File: src/rtl/chg_pkg.sv
`timescale 1ns/1ps
package chg_pkg;

    typedef enum logic [2:0] {
        ST_OFF   = 3'd0,
        ST_PRE   = 3'd1,
        ST_FAST  = 3'd2,
        ST_DONE  = 3'd3,
        ST_FAULT = 3'd4
    } chg_state_e;

    typedef struct packed {
        chg_state_e state;
    } fsm_regs_t;

    function automatic logic is_charging(chg_state_e s);
        return (s == ST_PRE) || (s == ST_FAST);
    endfunction

endpackage

File: src/rtl/chg_safety_timer.sv
`timescale 1ns/1ps
module chg_safety_timer #(
    parameter int PRESC_DIV = 250000,
    parameter int TMR_BASE  = 3600
) (
    input  logic       clk,
    input  logic       rst_n,
    input  logic       run,
    input  logic       slow,
    input  logic [1:0] sel,
    output logic       pre_exp,
    output logic       fast_exp
);
    localparam int FAST_MAX = TMR_BASE * 8;
    localparam int CNT_W    = $clog2(FAST_MAX + 1);
    localparam int PS_W     = (PRESC_DIV > 1) ? $clog2(PRESC_DIV) : 1;

    typedef struct packed {
        logic [PS_W-1:0]  presc;
        logic [CNT_W-1:0] cnt;
        logic             half;
        logic [1:0]       sel;
    } tmr_regs_t;

    tmr_regs_t r_q, r_d;
    logic tick;
    logic [CNT_W-1:0] fast_lim, pre_lim;

    generate
        if (PRESC_DIV == 1) begin : g_nodiv
            assign tick = 1'b1;
        end else begin : g_div
            assign tick = (r_q.presc == PS_W'(PRESC_DIV - 1));
        end
    endgenerate

    always_comb begin
        fast_lim = CNT_W'(TMR_BASE) << sel;
        pre_lim  = fast_lim >> 2;
        pre_exp  = (r_q.cnt >= pre_lim);
        fast_exp = (r_q.cnt >= fast_lim);
    end

    // prescaled count, half-rate toggle, restart on duration change
    always_comb begin
        r_d     = r_q;
        r_d.sel = sel;
        if (!run || (sel != r_q.sel)) begin
            r_d.presc = '0;
            r_d.cnt   = '0;
            r_d.half  = 1'b0;
        end else if (tick) begin
            r_d.presc = '0;
            if (slow) begin
                r_d.half = ~r_q.half;
            end
            if (!slow || r_q.half) begin
                r_d.cnt = r_q.cnt + 1'b1;
            end
        end else begin
            r_d.presc = r_q.presc + 1'b1;
        end
    end

    always_ff @(posedge clk or negedge rst_n) begin
        if (!rst_n) begin
            r_q <= '0;
        end else begin
            r_q <= r_d;
        end
    end

endmodule

File: src/rtl/chg_setpoint_gap.sv
`timescale 1ns/1ps
module chg_setpoint_gap #(
    parameter int ICODE_W = 8,
    parameter int GAP_CYC = 250000
) (
    input  logic               clk,
    input  logic               rst_n,
    input  logic               active,
    input  logic [ICODE_W-1:0] target,
    output logic [ICODE_W-1:0] iset,
    output logic               fet_ok
);
    localparam int GW = $clog2(GAP_CYC + 1);

    typedef struct packed {
        logic [ICODE_W-1:0] iset;
        logic [GW-1:0]      gap;
    } gap_regs_t;

    gap_regs_t r_q, r_d;

    // mismatch opens a gap; the value present at its end is applied
    always_comb begin
        r_d = r_q;
        if (!active) begin
            r_d.iset = '0;
            r_d.gap  = '0;
        end else if (r_q.gap != '0) begin
            r_d.gap = r_q.gap - 1'b1;
            if (r_q.gap == GW'(1)) begin
                r_d.iset = target;
            end
        end else if (target != r_q.iset) begin
            r_d.gap = GW'(GAP_CYC);
        end
    end

    assign iset   = r_q.iset;
    assign fet_ok = active && (r_q.gap == '0) && (target == r_q.iset);

    always_ff @(posedge clk or negedge rst_n) begin
        if (!rst_n) begin
            r_q <= '0;
        end else begin
            r_q <= r_d;
        end
    end

endmodule

File: src/rtl/chg_cycle_ctrl.sv
`timescale 1ns/1ps
module chg_cycle_ctrl #(
    parameter int ICODE_W   = 8,
    parameter int PRESC_DIV = 250000,
    parameter int TMR_BASE  = 3600,
    parameter int GAP_CYC   = 250000
) (
    input  logic               clk,
    input  logic               rst_n,
    input  logic               vin_ok,
    input  logic               hold_pin,
    input  logic               inhibit_bit,
    input  logic               bat_low,
    input  logic               cv_dom,
    input  logic               at_iterm,
    input  logic               lim_vin,
    input  logic               lim_path,
    input  logic               lim_therm,
    input  logic               zone_warm,
    input  logic               zone_cool,
    input  logic [ICODE_W-1:0] ifast_code,
    input  logic [ICODE_W-1:0] ipre_code,
    input  logic [1:0]         tmr_sel,
    input  logic               tmr_x2,
    output logic [2:0]         state_o,
    output logic [ICODE_W-1:0] iset_o,
    output logic               fet_on_o,
    output logic               tmr_fault_o
);
    import chg_pkg::*;

    fsm_regs_t r_q, r_d;
    logic charging, allow, any_lim, term_ok;
    logic pre_exp, fast_exp;
    logic [ICODE_W-1:0] target;

    always_comb begin
        charging = is_charging(r_q.state);
        allow    = !hold_pin && !inhibit_bit;
        any_lim  = lim_vin || lim_path || lim_therm || zone_warm || zone_cool;
        term_ok  = at_iterm && cv_dom && !lim_vin && !lim_path
                   && !lim_therm && !zone_warm;
        case (r_q.state)
            ST_PRE:  target = ipre_code;
            ST_FAST: target = (zone_warm || zone_cool) ? (ifast_code >> 1) : ifast_code;
            default: target = '0;
        endcase
    end

    chg_safety_timer #(
        .PRESC_DIV (PRESC_DIV),
        .TMR_BASE  (TMR_BASE)
    ) u_timer (
        .clk      (clk),
        .rst_n    (rst_n),
        .run      (charging),
        .slow     (tmr_x2 && any_lim),
        .sel      (tmr_sel),
        .pre_exp  (pre_exp),
        .fast_exp (fast_exp)
    );

    chg_setpoint_gap #(
        .ICODE_W (ICODE_W),
        .GAP_CYC (GAP_CYC)
    ) u_gap (
        .clk    (clk),
        .rst_n  (rst_n),
        .active (charging),
        .target (target),
        .iset   (iset_o),
        .fet_ok (fet_on_o)
    );

    // Priority: input loss, fault hold, inhibit, then per-state progress
    always_comb begin
        r_d = r_q;
        if (!vin_ok) begin
            r_d.state = ST_OFF;
        end else if (r_q.state == ST_FAULT) begin
            r_d.state = hold_pin ? ST_OFF : ST_FAULT;
        end else if (!allow) begin
            r_d.state = ST_OFF;
        end else begin
            case (r_q.state)
                ST_OFF:  r_d.state = bat_low ? ST_PRE : ST_FAST;
                ST_PRE: begin
                    if (pre_exp)       r_d.state = ST_FAULT;
                    else if (!bat_low) r_d.state = ST_FAST;
                end
                ST_FAST: begin
                    if (fast_exp)      r_d.state = ST_FAULT;
                    else if (term_ok)  r_d.state = ST_DONE;
                end
                ST_DONE: r_d.state = ST_DONE;
                default: r_d.state = ST_OFF;
            endcase
        end
    end

    always_ff @(posedge clk or negedge rst_n) begin
        if (!rst_n) begin
            r_q.state <= ST_OFF;
        end else begin
            r_q <= r_d;
        end
    end

    assign state_o     = r_q.state;
    assign tmr_fault_o = (r_q.state == ST_FAULT);

endmodule

File: config.mk
export PLATFORM = sky130hd
export DESIGN_NAME = chg_cycle_ctrl
export DESIGN_NICKNAME = d
export VERILOG_FILES = /design/src/rtl/chg_pkg.sv /design/src/rtl/chg_safety_timer.sv /design/src/rtl/chg_setpoint_gap.sv /design/src/rtl/chg_cycle_ctrl.sv
export SDC_FILE = /design/constraint.sdc
export NUM_CORES = 1
export LEC_CHECK = 0
export BUFFER_PORTS_ARGS = -buffer_cell sky130_fd_sc_hd__buf_2
export CAP_MARGIN = 20
export CORE_MARGIN = 2
export CORE_UTILIZATION = 59
export DETAILED_ROUTE_END_ITERATION = 7
export PLACE_DENSITY_LB_ADDON = 0.08
export SLEW_MARGIN = 25
export SYNTH_ARGS = -nofsm -noshare
export SYNTH_HDL_FRONTEND = slang
export SYNTH_HIERARCHICAL = 1
export SYNTH_SLANG_ARGS = --single-unit
File: constraint.sdc
create_clock -name clk -period 2.7 [get_ports clk]
set_input_delay 0 -clock clk [delete_from_list [all_inputs] [get_ports clk]]
set_output_delay 0 -clock clk [all_outputs]
set_load 0.1 [all_outputs]
Word-level counts from Yosys, hierarchy flattened
Index checks and enable logic that the tools add are counted.
{"block": "classes", "bitwise": 1, "reduce_logical": 35, "magnitude_cmp": 2, "mux": 22, "shift": 1, "n_eq_ne": 14, "add_sub_neg": 3}
{"cell": "2-to-1 mux 18 bit", "count": 3}
{"cell": "2-to-1 mux 34 bit", "count": 1}
{"cell": "2-to-1 mux 26 bit", "count": 1}
{"cell": "2-to-1 mux 3 bit", "count": 8}
{"cell": "2-to-1 mux 8 bit", "count": 3}
{"cell": "adder 18 x 1 -> 18 bit (second input constant)", "count": 1}
{"cell": "equality test 18 x 1 -> 1 bit (second input constant)", "count": 1}
{"cell": "equality test 18 bit (second input constant)", "count": 1}
{"cell": "logical NOT 18 bit", "count": 1}
{"cell": "nonzero test 18 bit", "count": 1}
{"cell": "subtractor 18 x 1 -> 18 bit (second input constant)", "count": 1}
{"cell": "2-to-1 mux 16 bit", "count": 1}
{"cell": "case mux 8 bit (2 select lines)", "count": 1}
{"cell": "adder 15 x 1 -> 15 bit (second input constant)", "count": 1}
{"cell": ">= comparator 15 x 13 -> 1 bit", "count": 1}
{"cell": ">= comparator 15 bit", "count": 1}
{"cell": "2-to-1 mux 15 bit", "count": 1}
{"cell": "left shift 12 x 2 -> 15 bit (first input constant)", "count": 1}
{"cell": "inequality test 6 bit (second input constant)", "count": 2}
{"cell": "case mux 3 bit (4 select lines)", "count": 1}
{"cell": "logical AND 1 bit", "count": 9}
{"cell": "equality test 8 bit", "count": 1}
{"cell": "logical NOT 1 bit", "count": 8}
{"cell": "logical OR 1 bit", "count": 8}
{"cell": "other kinds (13)", "count": 20}
{"block": "totals", "output_inout_bits": 13, "ff_bits": 65, "elab_cells": 85, "in_bits": 32}

Depth between registers and ports, before layout
Gate-level depths: netlist of the first run.
{"block": "depth", "ltp_word": 11, "depth_mapped": 11, "mapped_depth_nobuf": 11}

By module
Netlist of the first run, hierarchy kept.
{"mod": "chg_safety_timer", "n_inst": 1, "area_each_um2": 2205.9, "cells_per_inst": 233, "seq_area_each_um2": 900.9}
{"mod": "chg_setpoint_gap", "n_inst": 1, "area_each_um2": 1463.9, "cells_per_inst": 138, "seq_area_each_um2": 650.6}
{"mod": "chg_cycle_ctrl", "n_inst": 1, "area_each_um2": 404.1, "cells_per_inst": 52, "seq_area_each_um2": 75.1}

Least setup slack after synthesis of the first run
OpenSTA, ideal clock, no wires.
{"block": "synth_path", "path_type": "register to output", "from": "register r_q, in the netlist state_o[1]", "to": "output port fet_on_o", "path_buffers": 1, "arrival_time_ns": 3.630, "setup_slack_ns": -0.930, "required_ns": 2.700, "path_stages_with_launch": 8, "cell_sequence": "dfrtp_1 or3b_1 buf_6 o21ai_0 xor2_1 nor4_1 nand4_1 nor2_1"}
{"block": "synth_between", "elab_chain_len": 4, "elab_cells_between_ends": 7, "cone_classes": "3 x eq/ne; 1 x mux; 3 x reduce/logical"}
{"item": "start, declared", "line": "chg_cycle_ctrl.sv:32", "rtl": "fsm_regs_t r_q, r_d;"}
{"item": "start signal, assigned", "line": "chg_cycle_ctrl.sv:105", "rtl": "r_q <= r_d;"}
{"item": "equality test 3 x 2 -> 1 bit / equality test 3 x 1 -> 1 bit (equally long branches)", "line": "chg_cycle_ctrl.sv:43", "rtl": "case (r_q.state)"}
{"item": "case mux 8 bit (2 select lines) *", "line": "chg_cycle_ctrl.sv:43"}
{"item": "named net target[6]", "line": "chg_cycle_ctrl.sv:35", "rtl": "logic [ICODE_W-1:0] target;"}
{"item": "equality test 8 bit *", "line": "chg_setpoint_gap.sv:39", "rtl": "assign fet_ok = active && (r_q.gap == '0) && (target == r_q.iset);"}
{"item": "logical AND 1 bit *", "line": "chg_setpoint_gap.sv:39"}
{"item": "end, declared", "line": "chg_cycle_ctrl.sv:27", "rtl": "output logic fet_on_o,"}
The timed path passes the listed nets; every way through them passes the cells marked *.

Final worst setup path of the first run
Same ends and word-level chain as after synthesis.

==> results.py, run 1 <==
metrics = {
    "global_routing": {
        "grt_max_degree": 66,
        "grt_overflow_total": 0,
        "grt_pass1_vias": 3166,
        "grt_use_total_pct": 23.6,
        "grt_pass1_wl_mm": 14.4,
        "antenna_found_initial": 0,
    },
    "worst_setup_path": {
        "end_kind": "output pin",
        "critPathCapture": "fet_on_o",
        "r2r_slack_ps": 210,
        "cp_data_required_time_ps": 2700,
        "cp.arrival_ps": 2590,
        "critPathMaxFanout": 10,
        "r2r-start": "u_timer/r_q[12]",
        "worstReg2RegEnd": "state_o[2]",
        "ff2ff_path_depth": 9,
        "critPathLaunchType": "flip-flop",
        "crit_type": "reg2out",
        "critPathLaunch": "state_o[1]",
    },
    "sta": {
        "clock.fmax_mhz": 386,
        "hold_violations": 0,
        "slew_headroom_pct": 44.0,
        "maxSlewViolCount": 0,
        "worst_slew_pin_slew_ps": 840,
        "fin_ws_ps": 111,
        "fin_setup_tns_ps": 0,
        "min_period_ps": 2590,
        "timing.final.crit_share_pct": 95.9,
        "setup_viol_count_final": 0,
        "finalClockSkew_ps": 11.0,
        "hold_ws_ps": 81.6,
        "rsz0062_at_grt": "no",
    },
    "layout": {
        "seq_area_um2": 1630,
        "num-fill-cells": 501,
        "drive_above_1_share_pct": 19.5,
        "syn_to_final_growth_pct": 14.2,
        "diodes": 0,
        "multiInputGateArea_um2": 2340,
        "layout.nets": 533,
    },
    "route": {
        "vias": 3223,
        "drt-wirelength-per-cell_um": 15.0,
        "drt-total-wl_mm": 8.42,
        "drc": 0,
        "ant_nets": 0,
        "dr.pass1.iters": 4,
        "vias_per_cell": 5.73,
        "dr.first_iter.drc_count": 127,
    },
    "logic_synthesis": {
        "synth-async-reset-ratio_pct": 100,
        "ys.flop_type": "dfrtp_1",
        "netlist_instances": 423,
        "synth_warnings": 6,
        "synth_edf_count": 0,
        "synth_seq_cells": 65,
        "yosysSeqAreaShare_pct": 39.9,
        "ys_types": 54,
        "synth.avg_cell_area_um2": 9.63,
        "synth_nets": 479,
        "netlist_area_um2": 4070,
    },
    "cts": {
        "htreeDepth": 3,
        "cts_root_buf": "clkbuf_8",
        "post_cts_buffers": 0,
        "worstSkewPairLatency_ps": 340,
        "cts_tree": "done",
        "cts.sinks": 65,
        "clock_path_buffers": 2,
        "numCtsBuffers": 9,
        "clk_pin_slew_ps": 80,
    },
    "placed_design": {
        "routabilityCongestion": 0.777,
        "dp_hpwl_mm": 5.94,
        "numPortBuffers": 44,
        "place_ws_ps": 136,
    },
    "floorplan": {
        "dieArea_um2": 7590,
        "coreArea_um2": 6720,
        "io_pins": 45,
        "start_util_pct": 60.6,
        "die_width_um": 87.1,
        "die_y_um": 87.1,
        "num_rows": 30,
    },
    "outcome": {
        "status": "finished clean",
    },
    "power_and_ir_drop": {
        "max-vdd-ir-drop_mv": 0.280,
        "p_leak_uw": 0.00210,
        "p_per_area_nw_per_um2": 588,
    },
    "run": {
        "cap_violations": 0,
    },
    "hold_path": {
        "holdPathStages": 3,
        "hold_class": "in2reg",
    },
}
cell usage in the layout (no fill, tap or decap), types with 11 or more instances in the layout:
master   Yosys  routed
nor2_1      43      42
ha_1        24      24
dfrtp_1     65      62
buf_2        3      43
nor2b_1     11      11
nand3_1     16      16
xnor2_1     19      19
mux2i_1     16      16
xor2_1      30      30
nand2_1     31      31
o21ai_0     20      17
a21oi_1     21      21
registers in the layout, indices dropped and copies added (netlist names):
name and count:
state_o 3, u_gap/iset 8, u_timer/r_q 36, u_gap/r_q 18
worst max-delay path, stage by stage, from the launching register on:
cell     delay [ps]
dfrtp_2         460
or3b_4          470
o21ai_0         310
xor2_1          110
nor3_1          250
nand4_1         260
nor2_4          200
buf_12          180
cell families after synthesis:
| family | after synthesis | synth area share [%] |
|---|---|---|
| compound gates | 61 | 8.78 |
| mux | 16 | 3.93 |
| xor+xnor | 49 | 10.5 |
| fa+ha+maj | 24 | 7.37 |
| simple gates | 182 | 26.0 |
| buf+inv | 26 | 3.50 |
| flops | 65 | 39.9 |
cell type report:
cell class / count / share of cell area, %
inverter: 9 / 0.726
timing repair buffer: 60 / 8.02
clock buffer: 9 / 2.66
multi-input combinational: 332 / 50.2
sequential: 65 / 35.0
tap: 80 / 2.15
clock inverter: 7 / 1.18
through the flow:
| stage | cell area (µm²) | utilization, % | instances | total power [µW] |
|---|---|---|---|---|
| final | 4650 | 69.2 | 562 | 2740 |
| after global routing | 4650 | 69.2 | 562 | 2920 |
| after CTS | 4630 | 68.9 | 562 | 2750 |
| after detailed placement | 4380 | 65.2 | 539 | 1990 |
| after global placement | 4380 | 65.2 | 539 | 1970 |
| after floorplan | 4090 | - | 423 | 1820 |
where the power goes:
part	total, µW	internal, µW	switching (µW)
combinational	885	397	488
sequential	1100	1030	74.4
clock	749	339	410
what timing repair did:
item,in CTS,in global routing
setup endpoints to repair,1,10
gates resized for setup,2,6
cloned,0,0
hold buffers,7,0
pin swaps,0,1
endpoints found under the hold margin,69,0
synth_stat cells, types with 11 or more instances:
cell / n / area [µm²]
xnor2_1: 19 / 166
a21oi_1: 21 / 105
mux2i_1: 16 / 160
ha_1: 24 / 300
o21ai_0: 20 / 100
nor2b_1: 11 / 68.8
nor2_1: 43 / 161
nand3_1: 16 / 80.1
dfrtp_1: 65 / 1630
xor2_1: 30 / 263
nand2_1: 31 / 116
how the worst min path moves through the flow:
| stage | slack [ps] | end | startpoint |
|---|---|---|---|
| after CTS | 70 | state_o[2] | vin_ok |
| after detailed placement | 210 | u_timer/r_q[0] | tmr_sel[0] |
| after floorplan | -300 | state_o[0] | rst_n |
| after global routing | 90 | state_o[2] | vin_ok |
| after global placement | 210 | u_timer/r_q[0] | tmr_sel[0] |
| final | 80 | state_o[2] | vin_ok |
routing by layer:
| metal | wire (µm) | global-route usage [%] | up-vias | part of all wire (%) |
|---|---|---|---|---|
| met1 | 3970 | 32.1 | 1563 | 47 |
| met2 | 4160 | 38.7 | 53 | 49 |
| met3 | 212 | 3.70 | 5 | 2.5 |
| li1 | - | - | 1602 | - |
| met4 | 75 | 7.69 | 0 | 0.89 |
| met5 | 0 | 0 | - | 0 |
Note: power is estimated with default switching activity, not from simulation.
==> run 2, diff against run 1 <==
--- a/config.mk
+++ b/config.mk
@@ -7,10 +7,12 @@
 export LEC_CHECK = 0
 export BUFFER_PORTS_ARGS = -buffer_cell sky130_fd_sc_hd__buf_2
 export CAP_MARGIN = 20
+export CELL_PAD_IN_SITES_DETAIL_PLACEMENT = 0
+export CELL_PAD_IN_SITES_GLOBAL_PLACEMENT = 1
 export CORE_MARGIN = 2
-export CORE_UTILIZATION = 59
+export CORE_UTILIZATION = 46
 export DETAILED_ROUTE_END_ITERATION = 7
-export PLACE_DENSITY_LB_ADDON = 0.08
+export PLACE_DENSITY = 0.88
 export SLEW_MARGIN = 25
 export SYNTH_ARGS = -nofsm -noshare
 export SYNTH_HDL_FRONTEND = slang
==> run 2 against run 1 <==
Effect of this change: worst hold slack got worse by 63 ps; global-route usage decreased by 5.7 points; worst setup slack gained 12 ps.
==> results.py, run 2 (synthesized netlist as in run 1, its figures left out) <==
metrics = {
    "worst_setup_path": {
        "crit_type": "reg2out",
        "cp_data_required_time_ps": 2700,
        "end_kind": "output pin",
        "critPathLaunchType": "flip-flop",
        "critPathMaxFanout": 10,
        "cp.arrival_ps": 2580,
    },
    "route": {
        "dr.pass1.iters": 4,
        "vias": 3127,
        "vias_per_cell": 5.32,
        "drc": 0,
        "drt-total-wl_mm": 8.19,
        "drt-wirelength-per-cell_um": 13.9,
        "ant_nets": 0,
        "dr.first_iter.drc_count": 110,
    },
    "sta": {
        "hold_ws_ps": 18.5,
        "rsz0062_at_grt": "no",
        "hold_violations": 0,
        "clock.fmax_mhz": 388,
        "fin_setup_tns_ps": 0,
        "slew_headroom_pct": 51.8,
        "finalClockSkew_ps": 10.1,
        "worst_slew_pin_slew_ps": 723,
        "fin_ws_ps": 123,
        "min_period_ps": 2580,
        "setup_viol_count_final": 0,
        "maxSlewViolCount": 0,
        "timing.final.crit_share_pct": 95.5,
    },
    "cts": {
        "worstSkewPairLatency_ps": 340,
        "clock_path_buffers": 2,
        "cts.sinks": 65,
        "htreeDepth": 3,
        "cts_root_buf": "clkbuf_8",
        "numCtsBuffers": 9,
        "clk_pin_slew_ps": 70,
        "cts_tree": "done",
    },
    "layout": {
        "num-fill-cells": 797,
        "layout.nets": 531,
        "syn_to_final_growth_pct": 15.0,
        "final_cell_mix": "62 x dfrtp_1, 42 x nor2_1, 41 x buf_2",
        "fin_cells": 588,
        "largest_register_ffs": 36,
        "regMostFlops": "u_timer/r_q",
        "final_common_cell": "dfrtp_1",
        "diodes": 0,
        "drive_above_1_share_pct": 19.2,
    },
    "placed_design": {
        "dp_hpwl_mm": 6.04,
        "routabilityCongestion": 0.811,
        "numPortBuffers": 44,
        "place_ws_ps": 113,
        "numPlacedInstances": 566,
    },
    "run": {
        "cap_violations": 0,
    },
    "outcome": {
        "status": "finished clean",
    },
    "power_and_ir_drop": {
        "p_per_area_nw_per_um2": 581,
        "max-vdd-ir-drop_mv": 0.280,
        "p_leak_uw": 0.00209,
    },
    "hold_path": {
        "hold_class": "in2reg",
    },
    "global_routing": {
        "grt_use_total_pct": 17.9,
        "grt_max_degree": 37,
        "grt_pass1_wl_mm": 14.2,
        "grt_overflow_total": 0,
        "antenna_found_initial": 0,
        "grt_pass1_vias": 3100,
    },
    "floorplan": {
        "num_rows": 34,
        "die_y_um": 98.1,
        "io_pins": 45,
        "die_width_um": 98.1,
        "coreArea_um2": 8640,
        "start_util_pct": 47.2,
        "dieArea_um2": 9630,
    },
}
-- run 2: changes by cell type in the layout (fill, tap and decap cells not counted), sizes merged --
cell	delta
clkinv	-2
clkinvlp	+2
dlygate4sd3	-2
buf	-1
dlymetal6s4s	+1
-- run 2: worst paths after layout --
| path | from | endpoint | slack [ps] | depth (start not counted) |
|---|---|---|---|---|
| min | inhibit_bit | state_o[2] | 20 | 3 |
| min in group asynchronous | rst_n | u_timer/r_q[7] | 300 | 2 |
| max | state_o[0] | fet_on_o | 120 | 7 |
| min reg2reg | u_timer/r_q[18] | u_timer/r_q[18] | 500 | 1 |
| max in group asynchronous | rst_n | u_gap/r_q[2] | 1770 | 3 |
| max reg2reg | state_o[0] | u_gap/r_q[4] | 270 | 8 |
-- run 2: power by group --
| group | switching, µW | total, µW | internal [µW] | leakage (µW) |
|---|---|---|---|---|
| sequential | 74.1 | 1100 | 1030 | 0.000894 |
| combinational | 483 | 880 | 397 | 0.00112 |
| clock | 404 | 742 | 338 | 0.0000781 |
-- run 2: worst max-delay path: stages, from the launching register on --
cell     delay [ps]
dfrtp_2         450
or3b_4          480
o21ai_1         230
xor2_1          100
nor4_1          310
nand4_1         270
nor2_4          210
buf_12          180
-- run 2: layout make-up --
| class | instances | area (µm²) | share of cell area [%] |
|---|---|---|---|
| multi-input combinational | 332 | 2330 | 49.7 |
| inverter | 9 | 33.8 | 0.721 |
| tap | 108 | 135 | 2.88 |
| sequential | 65 | 1630 | 34.8 |
| timing repair buffer | 58 | 375 | 8.01 |
| clock inverter | 7 | 56.3 | 1.20 |
| clock buffer | 9 | 124 | 2.64 |
-- run 2: per-layer routing --
layer	global-route usage, %	vias to the layer above	routed length, µm
li1	-	1600	-
met1	24.4	1466	3900
met2	29.1	51	3920
met3	2.51	10	270
met4	6.62	0	108
met5	0	-	0
-- run 2: metrics by stage --
step                util, %  power, µW  cell area, µm²
finish                 54.3       2720            4690
global route           54.3       2900            4690
CTS                    54.0       2750            4660
detailed placement     51.2       1980            4420
global placement       51.2       1980            4420
floorplan                 -       1820            4090
-- run 2: timing repair --
| action | in CTS | in global routing |
|---|---|---|
| setup buffers | 0 | 1 |
| setup endpoints to repair | 1 | 7 |
| endpoints found under the hold margin | 32 | 0 |
| hold buffers | 6 | 0 |
| resized for setup | 4 | 13 |
| pin swaps | 0 | 2 |
==> run 3, diff against run 2 <==
--- a/config.mk
+++ b/config.mk
@@ -12,7 +12,7 @@
 export CORE_MARGIN = 2
 export CORE_UTILIZATION = 46
 export DETAILED_ROUTE_END_ITERATION = 7
-export PLACE_DENSITY = 0.88
+export PLACE_DENSITY = 0.85
 export SLEW_MARGIN = 25
 export SYNTH_ARGS = -nofsm -noshare
 export SYNTH_HDL_FRONTEND = slang
==> run 3 against run 2 <==
Effect of this change: maximum frequency shrank 0.30%; worst hold slack lost 15 ps; non-clock buffer count grew 6; utilization grew 1.2 points; clock power grew 15%; clock skew grew 4.5 ps; cell count grew 1.0%; critical path type is now in2reg; largest power group unchanged.
==> results.py, run 3 (synthesized netlist as in run 1, its figures left out) <==
metrics = {
    "worst_setup_path": {
        "critPathMaxFanout": 6,
        "cp_top_family": "simple AND/OR/NAND/NOR gates",
        "critPathMostFrequentCell": "o21ai_1",
        "end_kind": "flip-flop",
        "cp.arrival_ps": 2830,
        "crit_chain": "dlygate4sd3_1, buf_6, or2_4, ha_4, and4b_1, o21ai_1, o21ai_1, a311oi_1, o31ai_1, nand3b_1, or4_4, o31ai_2",
        "cp_data_required_time_ps": 2940,
        "critPathBufInv": 2,
        "slowest_delay_ps": 560,
        "critPathLaunchType": "primary input",
        "crit_type": "in2reg",
        "r2r_slack_ps": 130,
        "cpMaxStageDelayCell": "dlygate4sd3_1",
    },
    "floorplan": {
        "io_pins": 45,
        "start_util_pct": 47.2,
        "coreArea_um2": 8640,
        "die_width_um": 98.1,
        "die_y_um": 98.1,
        "num_rows": 34,
        "dieArea_um2": 9630,
    },
    "global_routing": {
        "grt_overflow_total": 0,
        "use_met1_pct": 24.8,
        "grt_pass1_wl_mm": 14.6,
        "grt_max_degree": 36,
        "grt-busiest-layer": "met2",
        "grt_use_met2_pct": 30.6,
        "use_met3_pct": 2.72,
        "grt_use_total_pct": 18.5,
        "grt_pass1_vias": 3204,
        "antenna_found_initial": 0,
    },
    "cts": {
        "worstSkewPairLatency_ps": 340,
        "cts.sinks": 65,
        "htreeDepth": 3,
        "clock_path_buffers": 2,
        "clk_pin_slew_ps": 80,
        "cts_root_buf": "clkbuf_8",
        "cts_tree": "done",
        "numCtsBuffers": 9,
    },
    "sta": {
        "fin_setup_tns_ps": 0,
        "finalClockSkew_ps": 14.6,
        "slew_headroom_pct": 54.2,
        "timing.final.crit_share_pct": 95.7,
        "worst_slew_pin_slew_ps": 687,
        "hold_ws_ps": 4.04,
        "maxSlewViolCount": 0,
        "min_period_ps": 2590,
        "hold_violations": 0,
        "setup_viol_count_final": 0,
        "clock.fmax_mhz": 387,
    },
    "route": {
        "vias": 3280,
        "dr.first_iter.drc_count": 76,
        "vias_per_cell": 5.52,
        "ant_nets": 0,
        "drt-wirelength-per-cell_um": 14.8,
        "drt-total-wl_mm": 8.80,
        "dr.pass1.iters": 4,
        "drc": 0,
    },
    "layout": {
        "final_cell_mix": "62 x dfrtp_1, 42 x nor2_1, 41 x buf_2",
        "regMostFlops": "u_timer/r_q",
        "layout.nets": 537,
        "final_common_cell": "dfrtp_1",
        "fin_cells": 594,
        "utilization_pct": 55.5,
        "largest_register_ffs": 36,
        "diodes": 0,
        "syn_to_final_growth_pct": 17.6,
        "drive_above_1_share_pct": 21.0,
    },
    "power_and_ir_drop": {
        "p_per_area_nw_per_um2": 597,
        "power.internal_uw": 1870,
        "switchingPower_uw": 991,
        "power_frac_seq_pct": 38.5,
        "combPwrFrac_pct": 31.6,
        "max-vdd-ir-drop_mv": 0.317,
        "swShare_pct": 34.7,
        "clkPwrFrac_pct": 29.9,
        "p_leak_uw": 0.00215,
    },
    "placed_design": {
        "routabilityCongestion": 0.777,
        "numPlacedInstances": 564,
        "dp_hpwl_mm": 6.18,
        "numPortBuffers": 44,
    },
    "run": {
        "cap_violations": 0,
    },
    "hold_path": {
        "hold_class": "in2reg",
    },
    "outcome": {
        "status": "finished clean",
    },
}
[run 3: power groups by stage]
stage | logic (µW) | registers [µW] | clock network, µW
6_report | 904 | 1100 | 854
4_1_cts | 882 | 1100 | 877
5_1_grt | 993 | 1110 | 909
3_5_place_dp | 864 | 1120 | 0
2_1_floorplan | 707 | 1110 | 0
3_3_place_gp | 861 | 1110 | 0
[run 3: final timing paths]
kind | startpoint | to | depth (start not counted)
max in group asynchronous | rst_n | u_gap/iset[2] | 3
min in group asynchronous | rst_n | u_timer/r_q[18] | 2
hold reg to reg | u_timer/r_q[18] | u_timer/r_q[18] | 1
hold / removal | tmr_sel[1] | u_timer/r_q[1] | 2
setup reg to reg | state_o[0] | u_gap/r_q[17] | 9
setup / recovery | tmr_sel[0] | state_o[2] | 12
[run 3: per-stage QoR]
stage / setup slack (ps) / total power (µW) / cell area, µm²
final: 115 / 2860 / 4790
after global routing: -39.5 / 3010 / 4790
after CTS: 1.31 / 2860 / 4670
after detailed placement: 117 / 1980 / 4390
after global placement: 202 / 1980 / 4390
after floorplan: 25.8 / 1820 / 4090
[run 3: cell type report]
class                           instances  area, µm²
Sequential cell                        65       1630
Inverter                                9       33.8
Tap cell                              108        135
Clock inverter                          7       76.3
Timing Repair Buffer                   64        430
Clock buffer                            9        124
Fill cell                             764       3840
Multi-Input combinational cell        332       2360
[run 3: repair_timing]
item	4_1_cts	5_1_grt
endpoints found under the setup margin	1	12
resized for setup	5	20
hold endpoints to repair	34	0
buffers inserted	1	6
pin swaps	1	8
hold buffers	7	0
[run 3: per-layer routing]
metal  routed length (µm)  part of all wire [%]  up-vias
li1                     -                     -     1614
met1                 4150                    47     1591
met2                 4250                    48       60
met3                  273                   3.1       15
met4                  120                   1.4        0
met5                    0                     0        -
